`src/rtl/hazard_steer_pkg.sv`:
```
package hazard_steer_pkg;

  typedef struct packed {
    logic pc_we;
    logic ifid_we;
    logic idex_bubble;
    logic flush_dec;
    logic flush_ex;
    logic pc_take_tgt;
  } steer_t;

  localparam steer_t STEER_RUN   = '{pc_we: 1'b1, ifid_we: 1'b1, idex_bubble: 1'b0,
                                     flush_dec: 1'b0, flush_ex: 1'b0, pc_take_tgt: 1'b0};
  localparam steer_t STEER_HOLD  = '{pc_we: 1'b0, ifid_we: 1'b0, idex_bubble: 1'b1,
                                     flush_dec: 1'b0, flush_ex: 1'b0, pc_take_tgt: 1'b0};
  localparam steer_t STEER_SQUASH = '{pc_we: 1'b1, ifid_we: 1'b1, idex_bubble: 1'b1,
                                      flush_dec: 1'b1, flush_ex: 1'b1, pc_take_tgt: 1'b1};
  localparam steer_t STEER_INIT  = '{pc_we: 1'b0, ifid_we: 1'b1, idex_bubble: 1'b1,
                                     flush_dec: 1'b1, flush_ex: 1'b1, pc_take_tgt: 1'b0};

endpackage

```
`src/rtl/hazard_src_match.sv`:
```
module hazard_src_match #(
  parameter int REG_AW  = 5,
  parameter int NUM_SRC = 2
) (
  input  logic [REG_AW-1:0]         dst,
  input  logic [NUM_SRC*REG_AW-1:0] srcs,
  output logic                      any_hit
);
  logic [NUM_SRC-1:0] slot_hit;

  for (genvar k = 0; k < NUM_SRC; k++) begin : g_slot
    assign slot_hit[k] = (srcs[k*REG_AW +: REG_AW] == dst);
  end

  assign any_hit = |slot_hit;
endmodule

```
`src/rtl/hazard_load_use.sv`:
```
module hazard_load_use #(
  parameter int REG_AW  = 5,
  parameter int NUM_SRC = 2
) (
  input  logic                      ex_is_load,
  input  logic [REG_AW-1:0]         ex_dst,
  input  logic [NUM_SRC*REG_AW-1:0] dec_srcs,
  output logic                      stall_req
);
  localparam logic [REG_AW-1:0] ZERO_REG = '0;

  logic src_hit;
  logic dst_live;

  hazard_src_match #(.REG_AW(REG_AW), .NUM_SRC(NUM_SRC)) u_match (
    .dst     (ex_dst),
    .srcs    (dec_srcs),
    .any_hit (src_hit)
  );

  assign dst_live  = (ex_dst != ZERO_REG);
  assign stall_req = ex_is_load && dst_live && src_hit;
endmodule

```
`src/rtl/hazard_arbiter.sv`:
```
module hazard_arbiter
  import hazard_steer_pkg::*;
(
  input  logic   clk,
  input  logic   rst,
  input  logic   flush_req,
  input  logic   stall_req,
  output steer_t ctl
);
  always_comb begin
    if (rst)            ctl = STEER_INIT;
    else if (flush_req) ctl = STEER_SQUASH;
    else if (stall_req) ctl = STEER_HOLD;
    else                ctl = STEER_RUN;
  end


  hold_freezes_chk: assert property (@(posedge clk) disable iff (rst)
    (stall_req && !flush_req) |-> (!ctl.pc_we && !ctl.ifid_we && ctl.idex_bubble
                                   && !ctl.flush_dec && !ctl.flush_ex));


  flush_wins_chk: assert property (@(posedge clk) disable iff (rst)
    (flush_req && stall_req) |-> (ctl.pc_we && ctl.pc_take_tgt && ctl.flush_dec));


  tgt_needs_flush_chk: assert property (@(posedge clk) disable iff (rst)
    ctl.pc_take_tgt |-> (ctl.flush_dec && ctl.flush_ex && ctl.idex_bubble));
endmodule

```
`src/rtl/hazard_steer.sv`:
```
module hazard_steer
  import hazard_steer_pkg::*;
#(
  parameter int REG_AW  = 5,
  parameter int NUM_SRC = 2
) (
  input  logic                      clk,
  input  logic                      rst,
  input  logic                      ex_is_load,
  input  logic [REG_AW-1:0]         ex_dst,
  input  logic [NUM_SRC*REG_AW-1:0] dec_srcs,
  input  logic                      br_taken,
  output logic                      pc_we,
  output logic                      ifid_we,
  output logic                      idex_bubble,
  output logic                      flush_dec,
  output logic                      flush_ex,
  output logic                      pc_take_tgt
);
  logic   stall_req;
  steer_t ctl;

  hazard_load_use #(.REG_AW(REG_AW), .NUM_SRC(NUM_SRC)) u_detect (
    .ex_is_load (ex_is_load),
    .ex_dst     (ex_dst),
    .dec_srcs   (dec_srcs),
    .stall_req  (stall_req)
  );

  hazard_arbiter u_arb (
    .clk       (clk),
    .rst       (rst),
    .flush_req (br_taken),
    .stall_req (stall_req),
    .ctl       (ctl)
  );

  assign pc_we       = ctl.pc_we;
  assign ifid_we     = ctl.ifid_we;
  assign idex_bubble = ctl.idex_bubble;
  assign flush_dec   = ctl.flush_dec;
  assign flush_ex    = ctl.flush_ex;
  assign pc_take_tgt = ctl.pc_take_tgt;


  zero_dst_runs_chk: assert property (@(posedge clk) disable iff (rst)
    (!br_taken && ex_dst == '0) |-> (pc_we && ifid_we));


  no_load_runs_chk: assert property (@(posedge clk) disable iff (rst)
    (!br_taken && !ex_is_load) |-> (pc_we && ifid_we && !idex_bubble));


  branch_clears_chk: assert property (@(posedge clk) disable iff (rst)
    br_taken |-> (flush_dec && flush_ex && pc_take_tgt && pc_we));


  always_comb begin
    if (rst) begin
      reset_nops_chk: assert (flush_dec && flush_ex && idex_bubble && !pc_we && !pc_take_tgt);
    end
  end
endmodule

```
`config.mk`:
```
export PLATFORM = sky130hd
export DESIGN_NAME = hazard_steer
export DESIGN_NICKNAME = d
export VERILOG_FILES = /design/src/rtl/hazard_steer_pkg.sv /design/src/rtl/hazard_src_match.sv /design/src/rtl/hazard_load_use.sv /design/src/rtl/hazard_arbiter.sv /design/src/rtl/hazard_steer.sv
export SDC_FILE = /design/constraint.sdc
export NUM_CORES = 1
export LEC_CHECK = 0
export ABC_AREA = 1
export BUFFER_PORTS_ARGS = -buffer_cell sky130_fd_sc_hd__buf_2
export CORE_AREA = 5 5 42 44
export DETAILED_ROUTE_END_ITERATION = 6
export DIE_AREA = 0 0 47 49
export GPL_TIMING_DRIVEN = 1
export SETUP_SLACK_MARGIN = 0.15
export SLEW_MARGIN = 20
export SYNTH_ARGS = -nofsm -noshare
export SYNTH_HDL_FRONTEND = slang
export SYNTH_HIERARCHICAL = 1
export SYNTH_SLANG_ARGS = --single-unit
```
`constraint.sdc`:
```
create_clock -name vclk -period 2.5
set_clock_uncertainty 0.1 [all_clocks]
set_input_delay 0.625 -clock vclk [all_inputs]
set_output_delay 0.625 -clock vclk [all_outputs]
set_load 0.03 [all_outputs]
```
==> results of run 1 <==
-- synth_stat cells --
| library cell | n | area share [%] |
|---|---|---|
| nand2_1 | 25 | 36 |
| inv_1 | 17 | 24 |
| nor2_1 | 10 | 14 |
| nand3_1 | 5 | 9.6 |
| nand2_2 | 2 | 4.8 |
| xnor2_1 | 2 | 6.7 |
| buf_4 | 1 | 2.9 |
| inv_2 | 1 | 1.4 |
-- how the worst max path moves through the flow --
| stage | start | to | slack, ns | cells after the start |
|---|---|---|---|---|
| CTS | ex_dst[1] | pc_we | 0.15 | 15 |
| finish | ex_dst[2] | pc_we | 0.20 | 15 |
| floorplan | ex_dst[2] | idex_bubble | 0.36 | 12 |
| global route | ex_dst[2] | pc_we | 0.09 | 15 |
| global placement | ex_dst[2] | pc_we | 0.13 | 15 |
| detailed placement | ex_dst[3] | pc_we | 0.1 | 15 |
-- cell usage in the layout, fill, tap and decap left out, drive strengths merged --
cell    n
inv    18
xnor2   2
buf    24
nor2   10
nand2  27
nand3   5
-- per-stage QoR --
step,std cells,setup WS [ns]
2_1_floorplan,63,0.3640
3_3_place_gp,102,0.1263
3_5_place_dp,102,0.09961
4_1_cts,102,0.1527
5_1_grt,102,0.09182
6_report,102,0.2049
-- critical path, delay by kind of cell --
family                 cells  cell delay (ns)
buffers and inverters      6             0.39
AND/OR/NAND/NOR            9             0.54
-- final cells by class --
| class | count | share of cell area, % |
|---|---|---|
| Multi-Input combinational cell | 44 | 43.60 |
| Timing Repair Buffer | 24 | 38.12 |
| Inverter | 18 | 14.10 |
| Tap cell | 16 | 4.178 |
-- power by group --
group | internal [µW] | leakage, µW | switching [µW]
sequential | 0 | 0 | 0
clock | 0 | 0 | 0
combinational | 37.4 | 0.000322 | 41.4
total | 37.4 | 0.000322 | 41.4
-- cells by family (layout without fill, tap and decap cells) --
family / after synthesis / in the layout / share of synthesized area [%]
AND/OR/NAND/NOR: 42 / 42 / 64.59
XOR/XNOR: 2 / 2 / 6.700
buffers and inverters: 19 / 42 / 28.71
-- routing by layer --
metal / share of wire (%) / routed length, µm
met5: 0 / 0
met3: 10 / 79
met1: 38 / 296
met2: 52 / 412
met4: 0 / 0
-- timing repair --
item,in CTS,in global routing
gates resized for setup,5,25
pin swaps,3,17
endpoints found under the setup margin,2,3
==> run metrics, run 1 <==
routed len/inst=7.716 µm; Tmin final=2.295 ns; register cell area after layout=0 µm²; crit path launch type=input port; Worst Path Max Fanout=4; CTS Hold Bufs=0; Warnings, synthesis=6; Antenna diodes=0; required time worst endpoint=1.77 ns; Post-layout nets=107; Synth Instances=63; CP most frequent cell=nand2_1; Yosys cell types=8; CP max stage cell=buf_6; PwrDens=164.4 mW/mm²; Peak Freq=435.7 MHz; vias=400; grt peak-use layer=met2; Cell Area, Placed=394.1 µm²; Hold Path Stages=4; drt drc=0; unrepaired setup endpoints after global routing=true; Std-Cell Rows=14; fillers=170; core area=0.001401 mm²; status=completed; final hold slack=1.471 ns; WHS Endpoint=idex_bubble; max cap viols=0; Slew Viols, Final=0; maximum vdd drop=0.05672 mV; crit path cell chain=buf_6, inv_1, nand2_1, nand2_1, nor2_1, nand3_1, nand2_1, nand2_1, inv_1, nand2_1, inv_2, inv_2, nand2_2, nand2_2, buf_6; largest net degree at the start of global routing=6; hold path start=rst; Post-Syn Nets=82; critical path class=input port to primary output; Total Power=78.79 µW; Slew HR=89.78%; grt ovf=0; layout cell share with drive strength beyond 1=45.35%; initial antenna violation count=0; Total GRT Usage=6.246%; setup TNS=0 ns; fin crit share=91.81%; Post-DRT Antenna Nets=0; arrival time worst endpoint=1.57 ns; syn avg cell area=4.151 µm²; GRT met1 Usage=8.913%; CLK BUF=0; sequential share of the synthesized area=0%; Ports=25; WL final=787 µm; leak pwr=0.0003219 µW; Fin. Hold Viols=0; final instance area=479.2 µm²; routability cong.=0.6494; P&R area growth vs syn=83.25%; initial detailed-routing violation count=7; DR pass1 iterations=2; Die W=47 µm; GR Util met3=0.3690%; Starting Density=18.66%; num sequential=0; worst slew pin tran=0.1544 ns; Syn Std Cell Area=261.5 µm²; port bufs=24; vias in the first global route=327; Largest stage delay, worst path=0.13 ns; Die Ht=49 µm; Hold Crit Class=input port to primary output; final setup fails=0; Multi-input gate area=209.0 µm²; DP Wirelength=636.8 µm; Post-CTS Repair Setup Buffers=0; Post-Route Utilization=34.20%; M2 GR Usage=10.63%; first-pass GRT wire length=1207 µm; vias per cell=3.922; CP endpoint kind=primary output; die area=0.002303 mm²
Power figures use the tool's default switching activity.
==> run 2, diff against run 1 <==
CELL_PAD_IN_SITES_DETAIL_PLACEMENT = 1   (was not set)
CELL_PAD_IN_SITES_GLOBAL_PLACEMENT = 1   (was not set)
PLACE_DENSITY_LB_ADDON = 0.1   (was not set)
==> run metrics, run 2 (synthesis gave the netlist of run 1 again) <==
Post-CTS Repair Setup Buffers=0 (unchanged); Hold Crit Class=input port to primary output; setup TNS=0 ns (unchanged); CP endpoint kind=primary output; num sequential=0 (unchanged); final hold slack=1.480 ns (+0.009180 ns); Std-Cell Rows=14 (unchanged); CP most frequent cell=nand2_1; Ports=25 (unchanged); Peak Freq=436.4 MHz (+0.16%); initial detailed-routing violation count=3 (-4); Tmin final=2.291 ns (-0.003646 ns); WHS Endpoint=idex_bubble; routability cong.=0.6578 (+1.3%); most common cell after layout, fill and taps aside=nand2_1; Fin. Hold Viols=0 (unchanged); crit path buf inv count=6 (unchanged); Place WS=0.08609 ns (-0.01352 ns); Slew HR=89.66% (-0.11 points); vias in the first global route=372 (+14%); final setup fails=0 (unchanged); Gate power share=100.0% (about the same); layout cell share with drive strength beyond 1=50.00% (+4.7 points); CLK BUF=0 (unchanged); final non-filler cell total=102 (unchanged); Starting Density=18.66% (unchanged); crit path launch type=input port; fin crit share=91.66% (-0.15 points); Worst Path Max Fanout=5 (+1); Post-layout nets=107 (unchanged); routed len/inst=8.000 µm (+3.7%); Slew Viols, Final=0 (unchanged); P&R area growth vs syn=89.47%; most frequent cells in the layout=20 x nand2_1, 13 x buf_2, 10 x inv_1, 9 x buf_6, 8 x inv_2; register cell area after layout=0 µm² (unchanged); worst slew pin tran=0.1561 ns (+0.001711 ns); max cap viols=0 (unchanged); core area=0.001401 mm² (unchanged); Final WS setup=0.2085 ns (+0.003646 ns); Post-Route Utilization=35.36% (+1.2 points); placed cells=102 (unchanged); internal power=39.90 µW (+6.6%); DR pass1 iterations=2 (unchanged); Die W=47 µm (unchanged); required time worst endpoint=1.77 ns (about the same); hold path start=rst; critical path class=input port to primary output; switching share of power=51.24% (-1.3 points); Antenna diodes=0 (unchanged); grt ovf=0 (unchanged); first-pass GRT wire length=1331 µm (+10%); sequential share of power=0% (unchanged); crit-path leading delay family=simple AND/OR/NAND/NOR gates; Post-DRT Antenna Nets=0 (unchanged); initial antenna violation count=0 (unchanged); port bufs=24 (unchanged); Hold Path Stages=4 (unchanged); maximum vdd drop=0.04702 mV (-17%); arrival time worst endpoint=1.57 ns (about the same); vias=396 (-1.0%); power share of the clock group=0% (unchanged); vias per cell=3.882 (-1.0%); PwrDens=165.2 mW/mm² (+0.45%); die area=0.002303 mm² (unchanged); DP Wirelength=735.5 µm (+15%); Die Ht=49 µm (unchanged); Total GRT Usage=7.088% (+0.84 points); status=completed; drt drc=0 (unchanged); Largest stage delay, worst path=0.12 ns (about the same); sw power=41.93 µW (+1.4%); largest net degree at the start of global routing=6 (unchanged); leak pwr=0.0003257 µW (+1.2%); CP max stage cell=nor2_1; unrepaired setup endpoints after global routing=true; WL final=816 µm (+3.7%); crit path cell chain=buf_6, nand2_1, inv_1, nor2_1, nor2_2, nand3_1, nand2_1, nand2_1, inv_1, nand2_1, inv_2, inv_2, nand2_1, nand2_2, buf_6
run 2: per-layer routing:
| metal | vias up | GRT usage [%] | share of wire [%] |
|---|---|---|---|
| li1 | 221 | - | - |
| met1 | 159 | 10.43 | 42 |
| met2 | 16 | 11.99 | 48 |
| met3 | 0 | 0 | 9.8 |
| met4 | 0 | 0 | 0 |
| met5 | - | 0 | 0 |
run 2: worst max path at each step:
stage | startpoint | cells past startpoint | endpoint | slack [ns]
after global placement | ex_dst[2] | 15 | pc_we | 0.11
after floorplan | ex_dst[2] | 12 | idex_bubble | 0.36
final | ex_dst[0] | 15 | pc_we | 0.21
after detailed placement | ex_dst[1] | 15 | pc_we | 0.09
after CTS | ex_dst[2] | 15 | pc_we | 0.15
after global routing | ex_dst[0] | 14 | pc_we | 0.06
run 2: repair_timing:
item,CTS,global route
pin swaps,11,18
setup endpoints to repair,2,3
gates resized for setup,11,26
hold buffers,0,0
run 2: power by group through the flow:
stage               sequential [µW]  combinational, µW  clock [µW]
CTS                               0               71.2           0
floorplan                         0               37.8           0
global route                      0               92.1           0
finish                            0               81.8           0
detailed placement                0               64.5           0
global placement                  0               63.6           0
run 2: cell type report:
| class | count | area (µm²) |
|---|---|---|
| tap | 16 | 20.02 |
| inverter | 18 | 67.56 |
| multi-input combinational | 44 | 211.5 |
| fill | 208 | 905.9 |
| timing repair buffer | 24 | 196.4 |
run 2: metrics by stage:
step	cell area, µm²	total power (µW)
detailed placement	394.1	64.53
global placement	394.1	63.65
global route	495.5	92.11
floorplan	261.5	37.80
finish	495.5	81.83
CTS	426.7	71.17
